File: config.mk
export PLATFORM = sky130hd
export DESIGN_NAME = muxbus_master_port
export DESIGN_NICKNAME = d
export VERILOG_FILES = /design/src/rtl/mab_pkg.sv /design/src/rtl/mab_phase_dec.sv /design/src/rtl/mab_cmd_slot.sv /design/src/rtl/mab_rd_return.sv /design/src/rtl/muxbus_master_port.sv
export SDC_FILE = /design/constraint.sdc
export NUM_CORES = 1
export LEC_CHECK = 0
export BUFFER_PORTS_ARGS = -buffer_cell sky130_fd_sc_hd__buf_4
export CAP_MARGIN = 10
export CORE_ASPECT_RATIO = 0.9
export CORE_UTILIZATION = 48
export DETAILED_ROUTE_END_ITERATION = 12
export PLACE_DENSITY = 0.82
export SLEW_MARGIN = 20
export SYNTH_ARGS = -nofsm -noshare
export SYNTH_HDL_FRONTEND = slang
export SYNTH_HIERARCHICAL = 1
export SYNTH_SLANG_ARGS = --single-unit
File: constraint.sdc
create_clock -name clk -period 1.9 [get_ports clk]
set_input_delay 0.19 -clock clk [delete_from_list [all_inputs] [get_ports clk]]
set_output_delay 0.19 -clock clk [all_outputs]
set_load 0.01 [all_outputs]
File: src/rtl/mab_pkg.sv
package mab_pkg;

  typedef enum logic [1:0] {
    PH_IDLE = 2'd0,
    PH_ADDR = 2'd1,
    PH_DATA = 2'd2
  } phase_e;

  // Level pattern of the three active-low handshake lines -> phase.
  function automatic phase_e classify(input logic fr_n, input logic ir_n, input logic tr_n);
    if (!fr_n && ir_n && tr_n)
      return PH_ADDR;
    else if (fr_n && !ir_n && !tr_n)
      return PH_DATA;
    else
      return PH_IDLE;
  endfunction

endpackage

File: src/rtl/mab_phase_dec.sv
module mab_phase_dec
  import mab_pkg::*;
#(
  parameter int W = 8
) (
  input  logic         clk,
  input  logic         rst_n,
  input  logic [W-1:0] bus_ad,
  input  logic         frame_n,
  input  logic         irdy_n,
  input  logic         trdy_n,
  input  logic         wr_n,
  output logic [W-1:0] addr_q,
  output logic         data_start,
  output logic         read_start
);

  phase_e cur_ph;
  phase_e prev_ph;

  always_comb cur_ph = classify(frame_n, irdy_n, trdy_n);

  always_ff @(posedge clk or negedge rst_n) begin
    if (!rst_n) begin
      prev_ph <= PH_IDLE;
      addr_q  <= '0;
    end else begin
      prev_ph <= cur_ph;
      if (cur_ph == PH_ADDR)
        addr_q <= bus_ad;
    end
  end

  // First edge of a data phase only; a held pattern does not retrigger.
  always_comb data_start = (cur_ph == PH_DATA) && (prev_ph != PH_DATA);

  // Address phase ended into an idle pattern with the strobe high.
  always_comb read_start = (prev_ph == PH_ADDR) && (cur_ph == PH_IDLE) && wr_n;

endmodule

File: src/rtl/mab_cmd_slot.sv
module mab_cmd_slot #(
  parameter int W = 8
) (
  input  logic         clk,
  input  logic         rst_n,
  input  logic         busy,
  input  logic         wr_n,
  input  logic         data_start,
  input  logic         read_start,
  input  logic [W-1:0] addr_q,
  input  logic [W-1:0] bus_ad,
  input  logic         cmd_ready,
  output logic         cmd_valid,
  output logic         cmd_we,
  output logic [W-1:0] cmd_addr,
  output logic [W-1:0] cmd_wdata,
  output logic         err_drop
);

  logic slot_free;
  logic load_wr;
  logic load_rd;
  logic drop_now;

  always_comb begin
    slot_free = !cmd_valid || cmd_ready;
    load_wr   = data_start && !wr_n && !busy && slot_free;
    load_rd   = read_start && !busy && slot_free;
    drop_now  = data_start && (busy || (!wr_n && !slot_free));
  end

  always_ff @(posedge clk or negedge rst_n) begin
    if (!rst_n) begin
      cmd_valid <= 1'b0;
      cmd_we    <= 1'b0;
      cmd_addr  <= '0;
      cmd_wdata <= '0;
      err_drop  <= 1'b0;
    end else begin
      err_drop <= drop_now;
      if (load_wr) begin
        cmd_valid <= 1'b1;
        cmd_we    <= 1'b1;
        cmd_addr  <= addr_q;
        cmd_wdata <= bus_ad;
      end else if (load_rd) begin
        cmd_valid <= 1'b1;
        cmd_we    <= 1'b0;
        cmd_addr  <= addr_q;
      end else if (cmd_ready) begin
        cmd_valid <= 1'b0;
      end
    end
  end

endmodule

File: src/rtl/mab_rd_return.sv
module mab_rd_return #(
  parameter int W = 8
) (
  input  logic         clk,
  input  logic         rst_n,
  input  logic         rsp_valid,
  input  logic [W-1:0] rsp_data,
  output logic         rd_valid,
  output logic [W-1:0] rd_data
);

  always_ff @(posedge clk or negedge rst_n) begin
    if (!rst_n) begin
      rd_valid <= 1'b0;
      rd_data  <= '0;
    end else begin
      rd_valid <= rsp_valid;
      if (rsp_valid)
        rd_data <= rsp_data;
    end
  end

endmodule

File: src/rtl/muxbus_master_port.sv
module muxbus_master_port #(
  parameter int W = 8
) (
  input  logic         clk,
  input  logic         rst_n,
  input  logic [W-1:0] bus_ad,
  input  logic         frame_n,
  input  logic         irdy_n,
  input  logic         trdy_n,
  input  logic         wr_n,
  input  logic         mst_busy,
  output logic         cmd_valid,
  input  logic         cmd_ready,
  output logic         cmd_we,
  output logic [W-1:0] cmd_addr,
  output logic [W-1:0] cmd_wdata,
  input  logic         rsp_valid,
  input  logic [W-1:0] rsp_data,
  output logic         rd_valid,
  output logic [W-1:0] rd_data,
  output logic         err_drop
);

  logic [W-1:0] lat_addr;
  logic         dat_first;
  logic         rd_first;

  mab_phase_dec #(.W(W)) u_dec (
    .clk        (clk),
    .rst_n      (rst_n),
    .bus_ad     (bus_ad),
    .frame_n    (frame_n),
    .irdy_n     (irdy_n),
    .trdy_n     (trdy_n),
    .wr_n       (wr_n),
    .addr_q     (lat_addr),
    .data_start (dat_first),
    .read_start (rd_first)
  );

  mab_cmd_slot #(.W(W)) u_slot (
    .clk        (clk),
    .rst_n      (rst_n),
    .busy       (mst_busy),
    .wr_n       (wr_n),
    .data_start (dat_first),
    .read_start (rd_first),
    .addr_q     (lat_addr),
    .bus_ad     (bus_ad),
    .cmd_ready  (cmd_ready),
    .cmd_valid  (cmd_valid),
    .cmd_we     (cmd_we),
    .cmd_addr   (cmd_addr),
    .cmd_wdata  (cmd_wdata),
    .err_drop   (err_drop)
  );

  mab_rd_return #(.W(W)) u_ret (
    .clk       (clk),
    .rst_n     (rst_n),
    .rsp_valid (rsp_valid),
    .rsp_data  (rsp_data),
    .rd_valid  (rd_valid),
    .rd_data   (rd_data)
  );

endmodule

After elaboration in Yosys (flattened, before gate mapping)
Index checks and enable logic that the tools add are counted.
{"block": "classes", "n_reduce_logical": 26, "n_mux": 9, "eq_ne": 4}
{"operator": "$mux W8", "count": 2}
{"operator": "$logic_and A1 B1 Y1", "count": 14}
{"operator": "$logic_not A1 Y1", "count": 7}
{"operator": "$mux W1", "count": 5}
{"operator": "$eq A2 B1 Y1 const B", "count": 2}
{"operator": "$mux W2", "count": 2}
{"operator": "$reduce_bool A3 Y1", "count": 1}
{"operator": "$eq A2 B2 Y1 const B", "count": 1}
{"operator": "$logic_not A2 Y1", "count": 1}
{"operator": "$logic_or A1 B1 Y1", "count": 2}
{"operator": "$ne A2 B2 Y1 const B", "count": 1}
{"operator": "$reduce_bool A2 Y1", "count": 1}
{"block": "word_totals", "out_inout_bits": 28, "register_bits": 38, "in_bits": 25, "word_cells": 48}

Logic depth before layout (Yosys ltp)
Gate-level depths: netlist of the first run.
{"block": "logic_depth", "ltp_word": 12, "mapped_depth": 6, "mapped_depth_nobuf": 6}

Cells and area by module
The synthesis of the first run kept the hierarchy.
{"mod": "mab_cmd_slot", "n_inst": 1, "area_per_inst_um2": 749.5, "seq_area_each_um2": 475.5, "cells_each": 45}
{"mod": "mab_phase_dec", "n_inst": 1, "area_per_inst_um2": 397.9, "seq_area_each_um2": 250.2, "cells_each": 25}
{"mod": "mab_rd_return", "n_inst": 1, "area_per_inst_um2": 356.6, "seq_area_each_um2": 225.2, "cells_each": 18}

Least setup slack after synthesis of the first run
OpenSTA, ideal clock, no wires.
{"block": "synth_timing", "path_type": "input -> register", "startpoint": "in irdy_n", "endpoint": "reg u_slot.cmd_addr[0]", "path_slack_ns": 0.101, "required_ns": 1.775, "path_buffers": 0, "setup_time_ns": 0.125, "path_stages": 5, "arrival_ns": 1.674, "path_cell_list": "nor3b_2 a21boi_0 nand2b_4 a211oi_4 mux2_2"}
{"block": "synth_via", "elab_chain_cells": 11, "elab_cells_between_ends": 19, "classes_between": "eq/ne (1); mux (3); reduce/logical (15)"}
{"element": "start, declared", "line_no": "muxbus_master_port.sv:8", "text": "input logic irdy_n,"}
{"element": "$logic_not A1 Y1", "line_no": "mab_pkg.sv:13", "text": "else if (fr_n && !ir_n && !tr_n)"}
{"element": "$logic_and A1 B1 Y1 (2 in series)", "line_no": "mab_pkg.sv:13"}
{"element": "$mux W2", "line_no": "mab_pkg.sv:13"}
{"element": "$mux W2 (*)", "line_no": "mab_pkg.sv:11", "text": "if (!fr_n && ir_n && tr_n)"}
{"element": "$eq A2 B2 Y1 (*)", "line_no": "mab_phase_dec.sv:35", "text": "always_comb data_start = (cur_ph == PH_DATA) && (prev_ph != PH_DATA);"}
{"element": "$logic_and A1 B1 Y1 (*)", "line_no": "mab_phase_dec.sv:35"}
{"element": "net dat_first", "line_no": "muxbus_master_port.sv:25", "text": "logic dat_first;"}
{"element": "$logic_and A1 B1 Y1 (*) (3 in series)", "line_no": "mab_cmd_slot.sv:27", "text": "load_wr = data_start && !wr_n && !busy && slot_free;"}
{"element": "$mux W8 / $reduce_bool A2 Y1 (equally long branches)"}
{"element": "end signal, assigned", "line_no": "mab_cmd_slot.sv:44", "text": "cmd_addr <= addr_q;"}
{"element": "end signal, assigned", "line_no": "mab_cmd_slot.sv:49", "text": "cmd_addr <= addr_q;"}
{"element": "end, declared", "line_no": "mab_cmd_slot.sv:15", "text": "output logic [W-1:0] cmd_addr,"}
Mark *: on every way through the listed nets, which the timed path passes. The rest lies on a longest branch.
A chain may end at the register's enable or synchronous reset.

Worst setup path in the final report of the first run
{"block": "layout_timing", "startpoint": "reg u_dec.prev_ph[1]", "endpoint": "reg u_slot.cmd_addr[0]"}
{"block": "layout_via", "elab_chain_cells": 6, "elab_cells_between_ends": 12, "classes_between": "eq/ne (2); mux (1); reduce/logical (9)"}
{"element": "start, declared", "line_no": "mab_phase_dec.sv:19", "text": "phase_e prev_ph;"}
{"element": "start signal, assigned", "line_no": "mab_phase_dec.sv:28", "text": "prev_ph <= cur_ph;"}
{"element": "$eq A2 B1 Y1", "line_no": "mab_phase_dec.sv:38", "text": "always_comb read_start = (prev_ph == PH_ADDR) && (cur_ph == PH_IDLE) && wr_n;"}
{"element": "$logic_and A1 B1 Y1 (2 in series)", "line_no": "mab_phase_dec.sv:38"}
{"element": "net rd_first", "line_no": "muxbus_master_port.sv:26", "text": "logic rd_first;"}
{"element": "$logic_and A1 B1 Y1 (2 in series)", "line_no": "mab_cmd_slot.sv:28", "text": "load_rd = read_start && !busy && slot_free;"}
{"element": "$reduce_bool A2 Y1 (no line)"}
The timed path passes the listed nets, and every way through them passes these cells.

==> results.sh, run 1 <==
export IMPL_setup_viol=0
export IMPL_finClkSkew_ns=0.008164
export IMPL_cts_resized=0
export IMPL_cts_max_level=2
export IMPL_p_total_w=0.002332
export IMPL_final_area_mm2=0.002100
export IMPL_ys_warn_count=6
export IMPL_synth_nets=113
export IMPL_p_per_area_mw_per_mm2=1111
export IMPL_crit_type="reg -> reg"
export IMPL_grt_max_degree=39
export IMPL_drv_slew=0
export IMPL_wl_met2_mm=1.536
export IMPL_clk_pin_slew_worst_paths_ns=0.11
export IMPL_status="finished, final reports clean"
export IMPL_wl_per_cell_um=15.66
export IMPL_power_leakage_nw=1.039
export IMPL_slowest_delay_ns=0.44
export IMPL_reg2reg_from="u_dec/prev_ph[1]$_DFF_PN0_"
export IMPL_io_buffer_count=52
export IMPL_vias=944
export IMPL_postSynthAreaPerCell_um2=17.09
export IMPL_die_area_mm2=0.003361
export IMPL_slowest_stage="nor4_1"
export IMPL_dr_pass1_iters=4
export IMPL_layout_drive_gt1_share_pct=68.18
export IMPL_grt_pass1_vias=1015
export IMPL_yosys_register_bits=38
export IMPL_grt_use_total_pct=21.75
export IMPL_fin_crit_ns=1.855
export IMPL_cp_end_kind="register"
export IMPL_dp_cells=185
export IMPL_relSlewSlack_pct=69.26
export IMPL_num_antenna_cells=0
export IMPL_drtIter0Drc=10
export IMPL_wl_met1_mm=1.277
export IMPL_layout_cells_non_filler=194
export IMPL_clock_sinks=38
export IMPL_design_core_area_mm2=0.002860
export IMPL_clkLatencyLatePin_ns=0.34
export IMPL_finalHoldViolations=0
export IMPL_grt_pass1_wl_mm=4.850
export IMPL_rows=18
export IMPL_postRouteAntennaNets=0
export IMPL_period_share_pct=97.63
export IMPL_clockBufferDepth=2
export IMPL_die_w_um=61
export IMPL_setup_tns_final_ns=0
export IMPL_grt_overflow=0
export IMPL_ioPinCount=53
export IMPL_hold_path_startpoint="irdy_n"
export IMPL_hp_class="in -> reg"
export IMPL_start_util_pct=52.58
export IMPL_area_delta_synth_final_pct=39.60
export IMPL_syn_inst=88
export IMPL_vdd_drop_max_mv=0.7769
export IMPL_worstSetupStartpoint="u_dec/prev_ph[1]$_DFF_PN0_"
export IMPL_post_route_drc_count=0
export IMPL_crit_arrival_ns=2.08
export IMPL_nets=178
export IMPL_dieHeight_um=55.10
export IMPL_cts_tree="done"
export IMPL_highest_layer="met4"
export IMPL_cp_start_kind="register"
export IMPL_worst_slew_pin_slew_ns=0.4612
export IMPL_ys_types=18
export IMPL_drv_cap=0
export IMPL_antenna_found_initial=0
export IMPL_dpl_cell_area_mm2=0.001978
export IMPL_hold_slack_ns=0.04104
export IMPL_dp_hpwl_mm=2.222
export IMPL_synthesis_area_mm2=0.001504
export IMPL_path_cells="nor4_1 > inv_1 > a211oi_4 > buf_4 > mux2_2"
export IMPL_cp_required_ns=2.13
export IMPL_cts_root_buffer="clkbuf_4"
export IMPL_cts_buffers=5
export IMPL_wirelength_mm=3.039
export IMPL_rsz0062_at_grt="no"
export IMPL_via_per_inst=4.866
export IMPL_gp_congestion=0.7344
export IMPL_wl_met3_um=126
export IMPL_yosysSeqAreaShare_pct=63.23
export IMPL_max_freq_mhz=539.1
export IMPL_path_max_fanout=6
[through the flow]
| stage | setup WS [ns] | util, % |
|---|---|---|
| detailed placement | 0.01069 | 69.16 |
| global route | 0.04791 | 73.40 |
| finish | 0.04506 | 73.40 |
| CTS | 0.1407 | 73.40 |
| floorplan | 0.1009 | - |
| global placement | 0.08254 | 69.16 |
[sequential cells by signal (all words and copies together) (netlist names)]
name,flops
u_ret/rd_valid,1
u_slot/cmd_addr,8
u_ret/rd_data,8
u_slot/cmd_valid,1
u_slot/cmd_wdata,8
u_slot/cmd_we,1
u_dec/prev_ph,2
u_dec/addr_q,8
u_slot/err_drop,1
[critical path: cells and delay by family, from the launching register on]
kind | cells | cell delay [ns]
compound gates | 1 | 0.23
buf+inv | 2 | 0.34
flops | 1 | 0.40
mux | 1 | 0.33
simple gates | 1 | 0.44
[layout by cell type (no fill, tap or decap)]
cell / Yosys / final
nand3b_4: 1 / 1
nor3b_2: 1 / 1
nand2b_4: 1 / 1
mux2_4: 8 / 8
mux2_2: 24 / 24
o21a_1: 1 / 1
nor2b_2: 1 / 1
dlygate4sd3_1: 0 / 1
clkbuf_4: 0 / 5
dfrtp_1: 38 / 38
nor2b_1: 1 / 1
buf_4: 0 / 58
bufinv_16: 0 / 2
or2_2: 1 / 1
a211oi_4: 1 / 1
inv_1: 4 / 4
nor3_4: 1 / 1
a21boi_0: 1 / 1
o21bai_1: 1 / 1
nand2_1: 1 / 1
nor4_1: 1 / 1
clkbuf_8: 0 / 1
[layout make-up]
class | count | area [um^2]
Fill cell | 185 | 760.7
Timing Repair Buffer | 59 | 445.4
Tap cell | 40 | 50.05
Sequential cell | 38 | 950.9
Clock inverter | 2 | 60.06
Inverter | 4 | 15.01
Multi-Input combinational cell | 45 | 526.8
Clock buffer | 6 | 51.30
[cell usage after synthesis]
master | number | area share, %
buf_6 | 1 | 0.75
nand2b_4 | 1 | 0.91
dfrtp_1 | 38 | 63
nor3b_2 | 1 | 0.83
o21a_1 | 1 | 0.50
nor3_4 | 1 | 1.1
o21bai_1 | 1 | 0.50
a211oi_4 | 1 | 1.3
nor2b_1 | 1 | 0.42
nor4_1 | 1 | 0.42
nor2b_2 | 1 | 0.58
inv_1 | 4 | 1.0
nand2_1 | 1 | 0.25
a21boi_0 | 1 | 0.50
or2_2 | 1 | 0.42
mux2_2 | 24 | 18
mux2_4 | 8 | 8.0
nand3b_4 | 1 | 1.3
[cells by family after synthesis]
family | synth area share [%]
buffers and inverters | 1.747
flip-flops | 63.23
AND/OR/NAND/NOR | 6.240
AO/OA/AOI/OAI | 2.829
multiplexers | 25.96
[layer usage]
layer | track usage [%] | up-vias
met5 | 0 | -
met4 | 14.39 | 0
met3 | 5.116 | 9
met2 | 35.35 | 27
met1 | 26.19 | 471
li1 | - | 437
[path summary, 6_finish.rpt]
check | to | slack (ns) | cells past startpoint
max in group asynchronous | u_slot/cmd_wdata[0]$_DFFE_PN0P_ | 1.21 | 2
worst max register to register | u_slot/cmd_addr[0]$_DFFE_PN0P_ | 0.05 | 5
worst max-delay path | u_slot/cmd_addr[0]$_DFFE_PN0P_ | 0.05 | 5
worst min-delay path | u_dec/prev_ph[1]$_DFF_PN0_ | 0.04 | 2
min in group asynchronous | u_slot/cmd_addr[7]$_DFFE_PN0P_ | 0.37 | 2
worst min register to register | u_dec/addr_q[5]$_DFFE_PN0N_ | 0.51 | 1
[what timing repair did]
| item | CTS | global route |
|---|---|---|
| setup buffers | 0 | 0 |
| endpoints found under the setup margin | 0 | 0 |
| hold endpoints to repair | 38 | 0 |
| hold buffers | 1 | 0 |
[power breakdown]
group	switching, W	leakage, nW	internal (W)
combinational	0.000213	0.518	0.000341
clock	0.000262	0.0585	0.000446
sequential	0.0000923	0.463	0.000978
Power figures use the tool's default switching activity.
==> run 2: changes to the inputs <==
==> constraint.sdc (replaced) <==
create_clock -name clk -period 2 [get_ports clk]
set_input_delay 0.4 -clock clk [delete_from_list [all_inputs] [get_ports clk]]
set_output_delay 0.4 -clock clk [all_outputs]
set_load 0.01 [all_outputs]
==> run 2 against run 1 <==
  * Via count up 1.4%
  * Cell area is 0.36% higher
  * Die area stayed put
  * Largest cell class unchanged
  * Critical path depth increased by 2
  * Total power fell by 4.9%
  * Largest power group unchanged
  * Global-route usage shrank 0.44 points
  * Combinational power is 4.3% lower
  * Register-to-register slack gained 0.22 ns
  * Count of clock-buffer cells in the layout unchanged
  * Sequential share of layout area down 0.16 points
  * Highest routed layer unchanged
==> results.sh, run 2 (synthesis gave the netlist of run 1 again) <==
export IMPL_clockBufferDepth=2
export IMPL_post_cts_buffers=0
export IMPL_wirelength_mm=3.014
export IMPL_grt_pass1_wl_mm=4.747
export IMPL_max_freq_mhz=566.7
export IMPL_drv_cap=0
export IMPL_layout_drive_gt1_share_pct=68.39
export IMPL_rows=18
export IMPL_cp_required_ns=2.23
export IMPL_io_buffer_count=52
export IMPL_design_core_area_mm2=0.002860
export IMPL_drtIter0Drc=21
export IMPL_post_route_drc_count=0
export IMPL_final_common_cell="buf_4"
export IMPL_postRouteAntennaNets=0
export IMPL_cts_max_level=2
export IMPL_start_util_pct=52.58
export IMPL_final_area_mm2=0.002107
export IMPL_clk_pin_slew_worst_paths_ns=0.11
export IMPL_pwr_share_seq_pct=45.9
export IMPL_grt_pass1_vias=1013
export IMPL_switching_power_w=0.0005396
export IMPL_period_share_pct=88.23
export IMPL_crit_type="in -> reg"
export IMPL_p_int_w=0.001678
export IMPL_power_leakage_nw=1.044
export IMPL_setup_viol=0
export IMPL_p_clk_share_pct=30.2
export IMPL_nets=179
export IMPL_path_max_fanout=6
export IMPL_comb_power_share_pct=23.9
export IMPL_drv_slew=0
export IMPL_status="finished, final reports clean"
export IMPL_dp_hpwl_mm=2.256
export IMPL_antenna_found_initial=0
export IMPL_cts_tree="done"
export IMPL_p_per_area_mw_per_mm2=1053
export IMPL_fin_util_pct=73.67
export IMPL_wl_per_cell_um=15.46
export IMPL_die_w_um=61
export IMPL_vias=957
export IMPL_cts_root_buffer="clkbuf_4"
export IMPL_finalHoldViolations=0
export IMPL_fin_crit_ns=1.765
export IMPL_die_area_mm2=0.003361
export IMPL_cp_start_kind="primary input"
export IMPL_grt_max_degree=39
export IMPL_ioPinCount=53
export IMPL_grt_use_total_pct=21.31
export IMPL_via_per_inst=4.908
export IMPL_area_delta_synth_final_pct=40.10
export IMPL_grt_overflow=0
export IMPL_crit_arrival_ns=1.99
export IMPL_rsz0062_at_grt="no"
export IMPL_clock_sinks=38
export IMPL_gp_congestion=0.6839
export IMPL_dr_pass1_iters=3
export IMPL_relSlewSlack_pct=68.74
export IMPL_cts_buffers=5
export IMPL_vdd_drop_max_mv=0.8497
export IMPL_dpl_cell_area_mm2=0.001986
export IMPL_cp_end_kind="register"
export IMPL_num_antenna_cells=0
export IMPL_final_cell_mix="buf_4 (59), dfrtp_1 (38), mux2_2 (24)"
export IMPL_swShare_pct=24.33
export IMPL_clkLatencyLatePin_ns=0.34
export IMPL_hp_class="in -> reg"
export IMPL_dieHeight_um=55.10
export IMPL_worst_slew_pin_slew_ns=0.4690
export IMPL_finClkSkew_ns=0.01109
-- run 2: power by group through the flow --
stage | clock network, W | registers [W] | logic (W)
3_5_place_dp | 0 | 0.00103 | 0.000536
5_1_grt | 0.000726 | 0.00104 | 0.000571
6_report | 0.000670 | 0.00102 | 0.000531
4_1_cts | 0.000685 | 0.00102 | 0.000536
3_3_place_gp | 0 | 0.00103 | 0.000515
2_1_floorplan | 0 | 0.00108 | 0.000173
-- run 2: path summary, 6_finish.rpt --
check	to	cells after the start	from	slack (ns)
setup / recovery	u_slot/cmd_addr[6]$_DFFE_PN0P_	7	irdy_n	0.24
hold / removal	u_dec/prev_ph[1]$_DFF_PN0_	2	irdy_n	0.22
setup reg to reg	u_slot/cmd_addr[6]$_DFFE_PN0P_	6	u_dec/prev_ph[0]$_DFF_PN0_	0.27
hold reg to reg	u_slot/cmd_addr[0]$_DFFE_PN0P_	1	u_dec/addr_q[0]$_DFFE_PN0N_	0.51
max in group asynchronous	u_slot/cmd_we$_DFFE_PN0P_	2	rst_n	1.12
min in group asynchronous	u_ret/rd_data[4]$_DFFE_PN0P_	2	rst_n	0.55
-- run 2: worst max-delay path, stage by stage --
cell and delay [ns]:
buf_4 0.12, nor3b_2 0.22, a21boi_1 0.37, nand2b_4 0.11, a211oi_4 0.26, buf_4 0.18, mux2_2 0.34
-- run 2: final cells by class --
class                      instances  area, um^2
clock inverter                     2       60.06
clock buffer                       6       51.30
timing repair buffer              60       452.9
sequential                        38       950.9
inverter                           4       15.01
multi-input combinational         45       526.8
tap                               40       50.05
fill                             203       753.2
-- run 2: per-layer routing --
metal	track usage, %	vias to the layer above	routed length, um
li1	-	442	-
met1	24.96	482	1250
met2	34.62	29	1597
met3	8.605	4	132
met4	9.848	0	33
met5	0	-	0
-- run 2: repair_timing --
action | 4_1_cts | 5_1_grt
gates resized for setup | 0 | 0
hold buffers | 0 | 1
hold endpoints to repair | 0 | 12
-- run 2: metrics by stage --
stage | TNS, ns | setup WS [ns] | total power (W) | std cells | hold WS (ns)
after floorplan | 0 | 0.08718 | 0.001252 | 88 | 0.1044
after global placement | -0.1333 | -0.01910 | 0.001541 | 186 | 0.3801
after detailed placement | -0.9002 | -0.1207 | 0.001568 | 186 | 0.3873
after CTS | 0 | 0.2345 | 0.002242 | 194 | 0.0005147
after global routing | 0 | 0.1641 | 0.002334 | 195 | 0.1855
final | 0 | 0.2354 | 0.002218 | 195 | 0.2200
==> run 3: changes to the inputs <==
Settings changed: SETUP_SLACK_MARGIN set to 0.5.
==> run 3 against run 2 <==
  * Total power is 7.9% lower
  * Highest routed layer unchanged
  * Cell count decreased by 0.51%
  * Sequential share of layout area fell by 1.1 points
  * Core utilization rose by 1.8 points
  * Largest power group unchanged
  * Critical path depth did not move
  * Hold slack worse by 0.21 ns
  * Sequential cell count unchanged
  * Non-clock buffer count down 1
==> results.sh, run 3 (synthesis gave the netlist of run 1 again) <==
export IMPL_design_core_area_mm2=0.002860
export IMPL_drv_slew=0
export IMPL_grt_pass1_vias=1009
export IMPL_cp_required_ns=2.23
export IMPL_max_freq_mhz=609.6
export IMPL_grt_pass1_wl_mm=5.023
export IMPL_reg2reg_from="u_dec/prev_ph[1]$_DFF_PN0_"
export IMPL_rsz0062_at_grt="yes"
export IMPL_final_common_cell="buf_4"
export IMPL_area_delta_synth_final_pct=43.59
export IMPL_clockBufferDepth=2
export IMPL_ctsHoldBuffers=0
export IMPL_cts_max_level=2
export IMPL_status="finished, final reports clean"
export IMPL_die_w_um=61
export IMPL_die_area_mm2=0.003361
export IMPL_cts_root_buffer="clkbuf_4"
export IMPL_r2r_slack_ns=0.39
export IMPL_finClkSkew_ns=0.002399
export IMPL_io_buffer_count=52
export IMPL_post_route_drc_count=0
export IMPL_layout_drive_gt1_share_pct=70.13
export IMPL_fin_crit_ns=1.640
export IMPL_postRouteAntennaNets=0
export IMPL_period_share_pct=82.02
export IMPL_cts_buffers=5
export IMPL_antenna_found_initial=0
export IMPL_hold_slack_ns=0.007518
export IMPL_grt_use_total_pct=22.75
export IMPL_grt_overflow=0
export IMPL_clkLatencyLatePin_ns=0.34
export IMPL_rows=18
export IMPL_vdd_drop_max_mv=0.6894
export IMPL_gp_congestion=0.7153
export IMPL_start_util_pct=52.58
export IMPL_crit_type="in -> reg"
export IMPL_nets=178
export IMPL_drv_cap=0
export IMPL_hp_class="in -> async"
export IMPL_clock_sinks=38
export IMPL_setup_viol=0
export IMPL_p_per_area_mw_per_mm2=946.3
export IMPL_p_total_w=0.002044
export IMPL_cts_tree="done"
export IMPL_final_area_mm2=0.002160
export IMPL_via_per_inst=4.892
export IMPL_cp_start_kind="primary input"
export IMPL_worst_slew_pin_slew_ns=0.4747
export IMPL_cp_end_kind="register"
export IMPL_power_leakage_nw=1.071
export IMPL_setup_tns_final_ns=0
export IMPL_path_max_fanout=5
export IMPL_reg2reg_to="u_slot/cmd_addr[7]$_DFFE_PN0P_"
export IMPL_vias=949
export IMPL_dpl_cell_area_mm2=0.002033
export IMPL_drtIter0Drc=14
export IMPL_grt_max_degree=39
export IMPL_final_cell_mix="buf_4 (54), dfrtp_1 (38), mux2_4 (24)"
export IMPL_finalHoldViolations=0
export IMPL_dieHeight_um=55.10
export IMPL_fillCellCount=178
export IMPL_relSlewSlack_pct=68.35
export IMPL_r2r_cells=5
export IMPL_clk_pin_slew_worst_paths_ns=0.10
export IMPL_num_antenna_cells=0
export IMPL_wirelength_mm=3.287
export IMPL_crit_arrival_ns=1.87
export IMPL_ioPinCount=53
export IMPL_wl_per_cell_um=16.94
export IMPL_dr_pass1_iters=4
export IMPL_dp_hpwl_mm=2.301
-- run 3: changes by cell type in the layout (fill, tap and decap cells not counted), sizes merged --
cell         previous run  this run
bufinv                  2         0
clkbuf                  6         7
clkinv                  0         1
dlygate4sd3             1         0
-- run 3: worst max-delay path by stage --
stage,from,end,cells after the start
finish,irdy_n,u_slot/cmd_addr[7]$_DFFE_PN0P_,7
global route,u_dec/prev_ph[1]$_DFF_PN0_,u_slot/cmd_addr[7]$_DFFE_PN0P_,5
CTS,u_dec/prev_ph[1]$_DFF_PN0_,u_slot/cmd_addr[7]$_DFFE_PN0P_,5
detailed placement,frame_n,u_slot/cmd_addr[7]$_DFFE_PN0P_,7
global placement,irdy_n,u_slot/cmd_addr[0]$_DFFE_PN0P_,7
floorplan,frame_n,u_slot/cmd_addr[0]$_DFFE_PN0P_,6
-- run 3: layout make-up --
cell class	instances	area (um^2)	share of cell area, %
flip-flops and latches	38	950.9	44.03
multi-input cells	45	613.1	28.39
repair buffers	59	470.5	21.78
clock buffers	7	55.05	2.549
well taps	40	50.05	2.317
inverters	4	15.01	0.6952
clock inverters	1	5.005	0.2317
-- run 3: critical path, cell delays in order --
cell      delay (ns)
buf_4           0.13
nor3b_4         0.21
a21boi_4        0.24
nand2b_4        0.09
a211oi_4        0.30
buf_6           0.17
mux2_4          0.30
-- run 3: repair_timing --
item,4_1_cts,5_1_grt
gates resized for setup,12,1
setup endpoints to repair,16,16
pin swaps,4,1
buffers inserted,0,2
-- run 3: stage by stage --
stage | std cells | setup WS (ns) | util (%)
after floorplan | 88 | 0.1666 | -
after global placement | 184 | 0.09797 | 71.08
after detailed placement | 184 | 0.01337 | 71.08
after CTS | 192 | 0.3684 | 74.85
after global routing | 194 | 0.3232 | 75.50
final | 194 | 0.3596 | 75.50
-- run 3: report_power, final --
group	switching, W	leakage [nW]	internal [W]
combinational	0.000219	0.573	0.000387
clock	0.000236	0.0353	0.000170
sequential	0.000102	0.463	0.000930
total	0.000557	1.07	0.00149
-- run 3: metal layers --
metal	vias up	track usage, %	share of wire, %
li1	437	-	-
met1	470	28.48	43
met2	32	34.80	50
met3	10	7.442	4.5
met4	0	13.26	2.8
met5	-	0	0
